## src/rtl/biphase_pkg.sv

```systemverilog
`timescale 1ns/1ps
package biphase_pkg;
  // One complementary drive pair for a line
  typedef struct packed {
    logic pos;
    logic neg;
  } drive_t;

  localparam drive_t DRIVE_OFF = '{pos: 1'b0, neg: 1'b0};
endpackage

```

## src/rtl/bp_half_timer.sv

```systemverilog
`timescale 1ns/1ps
module bp_half_timer #(
  parameter int HALF_CYC = 6
) (
  input  logic clk,
  input  logic rst,
  input  logic start,
  input  logic run,
  output logic half_end
);
  localparam int CW = (HALF_CYC > 1) ? $clog2(HALF_CYC) : 1;
  localparam logic [CW-1:0] LAST = CW'(HALF_CYC - 1);

  logic [CW-1:0] cnt;

  always_ff @(posedge clk) begin
    if (rst || start) begin
      cnt <= '0;
    end else if (run) begin
      cnt <= (cnt == LAST) ? '0 : cnt + 1'b1;
    end
  end

  assign half_end = run && (cnt == LAST);
endmodule

```

## src/rtl/bp_frame_shifter.sv

```systemverilog
`timescale 1ns/1ps
module bp_frame_shifter #(
  parameter int DATA_W      = 16,
  parameter int SYNC_HALVES = 3
) (
  input  logic              clk,
  input  logic              rst,
  input  logic              load,
  input  logic              cmd_sync,
  input  logic [DATA_W-1:0] data,
  input  logic              half_end,
  output logic              active,
  output logic              level
);
  localparam int PAT_W = 2 * SYNC_HALVES + 2 * (DATA_W + 1);
  localparam int LW    = $clog2(PAT_W);

  logic [PAT_W-1:0] built;
  logic [PAT_W-1:0] pat;
  logic [LW-1:0]    left;
  logic             par;

  // Build the full half-cell sequence for a new word
  always_comb begin
    built = '0;
    par   = ~(^data);
    for (int i = 0; i < SYNC_HALVES; i++) begin
      built[PAT_W-1-i]             = cmd_sync;
      built[PAT_W-1-SYNC_HALVES-i] = ~cmd_sync;
    end
    for (int b = 0; b < DATA_W; b++) begin
      built[PAT_W-1-2*SYNC_HALVES-2*b] = data[DATA_W-1-b];
      built[PAT_W-2-2*SYNC_HALVES-2*b] = ~data[DATA_W-1-b];
    end
    built[1] = par;
    built[0] = ~par;
  end

  always_ff @(posedge clk) begin
    if (rst) begin
      active <= 1'b0;
      pat    <= '0;
      left   <= '0;
    end else if (load) begin
      active <= 1'b1;
      pat    <= built;
      left   <= LW'(PAT_W - 1);
    end else if (active && half_end) begin
      if (left == '0) begin
        active <= 1'b0;
      end else begin
        pat  <= pat << 1;
        left <= left - 1'b1;
      end
    end
  end

  assign level = pat[PAT_W-1];
endmodule

```

## src/rtl/bp_bus_steer.sv

```systemverilog
`timescale 1ns/1ps
module bp_bus_steer
  import biphase_pkg::*;
#(
  parameter int N_BUS = 2,
  parameter int SEL_W = (N_BUS > 1) ? $clog2(N_BUS) : 1
) (
  input  logic                  clk,
  input  logic                  rst,
  input  logic                  active,
  input  logic                  level,
  input  logic [SEL_W-1:0]      sel,
  output drive_t [N_BUS-1:0]    drv,
  output logic                  busy
);
  for (genvar g = 0; g < N_BUS; g++) begin : g_bus
    always_ff @(posedge clk) begin
      if (rst) begin
        drv[g] <= DRIVE_OFF;
      end else if (active && (sel == SEL_W'(g))) begin
        drv[g] <= '{pos: level, neg: ~level};
      end else begin
        drv[g] <= DRIVE_OFF;
      end
    end
  end

  always_ff @(posedge clk) begin
    if (rst) busy <= 1'b0;
    else     busy <= active;
  end
endmodule

```

## src/rtl/biphase_word_tx.sv

```systemverilog
`timescale 1ns/1ps
module biphase_word_tx
  import biphase_pkg::*;
#(
  parameter int DATA_W      = 16,
  parameter int HALF_CYC    = 6,
  parameter int SYNC_HALVES = 3
) (
  input  logic              clk,
  input  logic              rst,
  input  logic              wr_en,
  input  logic [DATA_W-1:0] wr_data,
  input  logic              wr_cmd_sync,
  input  logic              wr_chan_b,
  output logic              bus_a_pos,
  output logic              bus_a_neg,
  output logic              bus_b_pos,
  output logic              bus_b_neg,
  output logic              busy
);
  localparam int N_BUS = 2;

  logic         active;
  logic         level;
  logic         half_end;
  logic         accept;
  logic [0:0]   chan_q;
  drive_t [N_BUS-1:0] drv;

  // a write is taken only when nothing is in flight
  assign accept = wr_en && !active && !busy;

  always_ff @(posedge clk) begin
    if (rst)         chan_q <= 1'b0;
    else if (accept) chan_q <= wr_chan_b;
  end

  bp_half_timer #(.HALF_CYC(HALF_CYC)) u_timer (
    .clk      (clk),
    .rst      (rst),
    .start    (accept),
    .run      (active),
    .half_end (half_end)
  );

  bp_frame_shifter #(.DATA_W(DATA_W), .SYNC_HALVES(SYNC_HALVES)) u_shift (
    .clk      (clk),
    .rst      (rst),
    .load     (accept),
    .cmd_sync (wr_cmd_sync),
    .data     (wr_data),
    .half_end (half_end),
    .active   (active),
    .level    (level)
  );

  bp_bus_steer #(.N_BUS(N_BUS), .SEL_W(1)) u_steer (
    .clk    (clk),
    .rst    (rst),
    .active (active),
    .level  (level),
    .sel    (chan_q),
    .drv    (drv),
    .busy   (busy)
  );

  assign bus_a_pos = drv[0].pos;
  assign bus_a_neg = drv[0].neg;
  assign bus_b_pos = drv[1].pos;
  assign bus_b_neg = drv[1].neg;
endmodule

```

## config.mk

```make
export PLATFORM = sky130hd
export DESIGN_NAME = biphase_word_tx
export DESIGN_NICKNAME = d
export VERILOG_FILES = /design/src/rtl/biphase_pkg.sv /design/src/rtl/bp_half_timer.sv /design/src/rtl/bp_frame_shifter.sv /design/src/rtl/bp_bus_steer.sv /design/src/rtl/biphase_word_tx.sv
export SDC_FILE = /design/constraint.sdc
export NUM_CORES = 1
export LEC_CHECK = 0
export ABC_AREA = 1
export BUFFER_PORTS_ARGS = -buffer_cell sky130_fd_sc_hd__buf_2
export CORE_UTILIZATION = 58
export DETAILED_ROUTE_END_ITERATION = 16
export PLACE_DENSITY = 0.78
export SETUP_SLACK_MARGIN = 0.2
export SYNTH_ARGS = -nofsm -noshare
export SYNTH_HDL_FRONTEND = slang
export SYNTH_SLANG_ARGS = --single-unit
```

## constraint.sdc

```tcl
create_clock -name clk -period 2.03 [get_ports clk]
set_input_delay 0.406 -clock clk [delete_from_list [all_inputs] [get_ports clk]]
set_output_delay 0.406 -clock clk [all_outputs]
set_load 0.01 [all_outputs]
```

* Word-level counts from Yosys, hierarchy flattened
Cells that the tools add are included.
** Storage, ports and cells
- Bits in registers :: 56
- Output and inout bits :: 5
** Cells by class
- Add/sub/neg operators :: 2
- Equality and inequality tests :: 2
- Muxes and demuxes :: 10
- Bitwise operators :: 23
- Reductions and logical operators :: 19
** Operators by type and width (number)
- $mux W40 :: 3
- $not A1 Y1 :: 23
- $mux W6 :: 3
- $reduce_xor A16 Y1 :: 1
- $logic_and A1 B1 Y1 :: 6
- $logic_not A6 Y1 :: 1
- $reduce_and A2 Y1 :: 3
- $reduce_or A2 Y1 :: 3
- $sub A6 B1 Y6 const B :: 1
- $reduce_bool A2 Y1 :: 2
- $add A3 B1 Y3 const B :: 1
- $eq A3 B3 Y1 const B :: 1
- $mux W1 :: 3
- $mux W3 :: 1
- $logic_not A1 Y1 :: 2
- $ne A2 B2 Y1 const B :: 1
- $logic_or A1 B1 Y1 :: 1

* Depth between registers and ports, before layout
- Depth after elaboration :: 5
- Gate-level depth with buffers :: 12
- Mapped depth without buffers :: 12

* By module
A second synthesis with hierarchy kept.
** Second synthesis, totals
- Cells, all modules :: 372
- Area total of the unflattened synthesis :: 2678.8 µm²
** Modules (own cells, without submodules)
- bp_frame_shifter :: instances 1, cells each 325, area an instance 2331.0 µm², seq. area each 940.9 µm²
- bp_bus_steer :: instances 1, cells each 16, area an instance 143.9 µm², seq. area each 100.1 µm²
- bp_half_timer :: instances 1, cells each 20, area an instance 140.1 µm², seq. area each 60.1 µm²
- biphase_word_tx :: instances 1, cells each 11, area an instance 63.8 µm², seq. area each 20.0 µm²

* Least setup slack after synthesis
Ideal clock, no wire load.
- Path kind :: flip-flop to flip-flop
- From :: register u_shift.left[1]
- To :: register u_shift.pat[36]
- Arrival :: 1.387 ns
- Required time :: 1.939 ns
- Slack :: 0.552 ns
- Stages on the path, launching flop included :: 11
- Buffers on the path :: 2
- Clock period less this slack :: 1.478 ns
- Cells stage by stage :: dfxtp_1 > inv_1 > ha_1 > nand4_1 > nand2_2 > inv_4 > nor2_8 > inv_4 > buf_8 > buf_8 > a311oi_1
** Between the ends
- Longest elaborated chain between the ends :: 3
** RTL lines
- start: declaration :: line bp_frame_shifter.sv:20 : logic [LW-1:0] left;
- start signal: assignment :: line bp_frame_shifter.sv:47 : left <= LW'(PAT_W - 1);
- start signal: assignment :: line bp_frame_shifter.sv:53 : left <= left - 1'b1;
- $logic_not A6 Y1 :: line bp_frame_shifter.sv:49 : if (left == '0) begin
- $ne A2 B2 Y1 (no line)
- $reduce_and A2 Y1 (no line)
- end signal: assignment :: line bp_frame_shifter.sv:46 : pat <= built;
- end signal: assignment :: line bp_frame_shifter.sv:52 : pat <= pat << 1;
- end: declaration :: line bp_frame_shifter.sv:19 : logic [PAT_W-1:0] pat;
Every way passes these cells.
A chain may end at the register's enable or synchronous reset.

* Worst setup path after layout
- From :: register u_shift.left[0]
- To :: register u_shift.pat[34]
The elaborated chain is that of the path after synthesis.

==> results.json <==
{
  "outcome": "finished, final reports clean",
  "syn_inst": 358,
  "worst_pin_slew_ns": 0.4432,
  "area_growth_pct": 11.50,
  "finalSetupViolations": 0,
  "clock_skew_ns": 0.01001,
  "syn_nets": 381,
  "via_per_inst": 5.269,
  "portBuffers": 25,
  "slew_headroom_pct": 70.45,
  "synth-simple-area-share_pct": 28.25,
  "synth_fa_ha_area_share_pct": 0.9465,
  "yosysSeqAreaShare_pct": 42.40,
  "clk_pin_slew_ns": 0.10,
  "io-pin-count": 26,
  "finalSetupTns_ns": 0,
  "routedWlPerCell_um": 12.21,
  "overflow": 0,
  "placed_area_um2": 2779,
  "crit_type": "reg2reg",
  "final_common_cell": "nand2_1",
  "ir_drop_mv": 0.3549,
  "critPathCaptureType": "flip-flop",
  "cts_made_buffers": 5,
  "routed_wirelength_mm": 5.347,
  "netlist_area_um2": 2644,
  "synth_mux_area_share_pct": 0,
  "fin_area_um2": 2948,
  "period_share_pct": 84.79,
  "core-area_um2": 4354,
  "initial_core_util_pct": 60.72,
  "cts-root-buf": "clkbuf_8",
  "hpwl_mm": 3.687,
  "fmax_mhz": 581.0,
  "synth_top_family_by_area": "simple AND/OR/NAND/NOR gates",
  "slew_violations": 0,
  "vias": 2308,
  "synth.distinct_cells": 36,
  "min_path_cells": 2,
  "grt_start_max_net_pins": 43,
  "syn_area_per_cell_um2": 7.385,
  "fin_nets": 408,
  "path_max_fanout": 29,
  "post-route-min-period_ns": 1.721,
  "ys_ff_latch": 56,
  "ys_warn_count": 0,
  "dieArea_um2": 4832,
  "reg2regPathDepth": 10,
  "synth_compound_area_share_pct": 17.70,
  "async_reset_ff_share_pct": 0,
  "postRouteAntennaNets": 0,
  "clock_latency_ns": 0.31,
  "drive_gt1_share_pct": 18.39,
  "n_fill_cell": 366,
  "cts_num_sinks": 56,
  "dieHeight_um": 69.52,
  "cts_tree": "yes",
  "critPathArrivalTime_ns": 1.94,
  "hold_viol": 0,
  "htree_levels": 2,
  "worst_setup_path_start_kind": "flip-flop",
  "drtIter0Drc": 128,
  "antenna_found_initial": 0,
  "drtPass1Iterations": 4,
  "mostFrequentLayoutCells": "128 x nand2_1, 55 x dfxtp_1, 25 x inv_1, 25 x buf_2, 23 x nor2_1",
  "place_congestion": 0.7647,
  "clock_tree.buffer_depth": 2,
  "grt_pass1_vias": 2164,
  "hp-class": "in2reg",
  "synth_edf_count": 0,
  "rsz0062_at_grt": "true",
  "rows": 24,
  "die_x_um": 69.52,
  "grt_first_pass_wirelength_mm": 9.080,
  "synthFlopType": "dfxtp_1",
  "globalRouteTotalUtil_pct": 23.15,
  "p_per_area_nw_per_um2": 787.1,
  "synth_xor_area_share_pct": 2.319,
  "power_leakage_nw": 1.263,
  "cap_viol_max_count": 0,
  "drc": 0,
  "worstPathRequired_ns": 2.25,
  "n_antenna_cell": 0
}
cells in the mapped netlist (3+ instances only):
cell type	number	share of area (%)
o211ai_2	3	1.4
a31oi_1	17	4.0
buf_2	5	0.95
nor2_1	24	3.4
a311oi_1	5	1.7
a21oi_2	3	0.99
dfxtp_1	56	42
xnor2_1	4	1.3
inv_1	25	3.5
nand3_1	6	1.1
a21oi_1	21	4.0
o211ai_1	12	3.4
xor2_1	3	0.99
nand2_1	128	18
o21ai_0	7	1.3
clkbuf_1	7	0.99
or2_2	7	1.7
power by group:
part,switching [mW],internal (mW),total [mW]
sequential,0.0526,1.19,1.24
clock,0.356,0.277,0.633
combinational,0.270,0.179,0.449
total,0.678,1.64,2.32
worst max-delay path, cell delays in order, from the launching register on:
cell	delay [ns]
dfxtp_1	0.37
inv_1	0.07
ha_1	0.19
nand4_1	0.15
nand2_4	0.11
inv_8	0.11
nor2_8	0.07
buf_12	0.15
inv_8	0.14
nor2_1	0.06
a311oi_1	0.21
through the flow:
step | worst slack, ns | instances | power [mW] | hold WS, ns | util [%]
5_1_grt | 0.1890 | 438 | 2.446 | 0.3275 | 67.70
2_1_floorplan | 0.5523 | 358 | 1.584 | 0.4230 | -
3_3_place_gp | 0.3214 | 425 | 1.675 | 0.4402 | 63.82
3_5_place_dp | 0.2325 | 425 | 1.688 | 0.4466 | 63.82
6_report | 0.3088 | 438 | 2.320 | 0.3269 | 67.70
4_1_cts | 0.2358 | 433 | 2.317 | 0.3174 | 66.06
per-layer routing:
metal	wire length [µm]	part of all wire [%]	up-vias	global-route usage, %
li1	-	-	1222	-
met1	2562	48	1029	28.41
met2	2519	47	49	39.91
met3	181	3.4	8	5.087
met4	84	1.6	0	7.937
met5	0	0	-	0
area by class of cell:
type | instances | area (µm²) | area share (%)
Clock buffer | 6 | 82.58 | 2.801
Timing Repair Buffer | 36 | 224.0 | 7.598
Clock inverter | 2 | 15.01 | 0.5093
Tap cell | 52 | 65.06 | 2.207
Inverter | 29 | 123.9 | 4.202
Timing Repair inverter | 1 | 6.256 | 0.2122
Sequential cell | 56 | 1122 | 38.07
Multi-Input combinational cell | 256 | 1309 | 44.40
flip-flops by register name, summed over array words and instances, names as in the netlist:
signal          cells
u_shift.active      1
u_steer.drv         4
u_shift.pat        40
u_timer.cnt         3
chan_q              1
u_shift.left        6
u_steer.busy        1
final timing paths:
| check | startpoint | end | slack (ns) |
|---|---|---|---|
| max | u_shift.left[0] | u_shift.pat[34] | 0.31 |
| min | rst | u_steer.busy | 0.33 |
| max reg2reg | u_shift.left[0] | u_shift.pat[34] | 0.31 |
| min reg2reg | u_shift.pat[39] | u_steer.drv[0] | 0.47 |
kinds of logic after synthesis:
logic type | count (synthesis)
simple gates | 176
compound gates | 71
flops | 56
buf+inv | 46
xor+xnor | 7
fa+ha+maj | 2
repair_timing:
action	4_1_cts	5_1_grt
hold buffers	0	0
endpoints found under the hold margin	0	0
buffers inserted	0	4
setup endpoints to repair	0	27
resized for setup	0	8
Power figures use the tool's default switching activity.
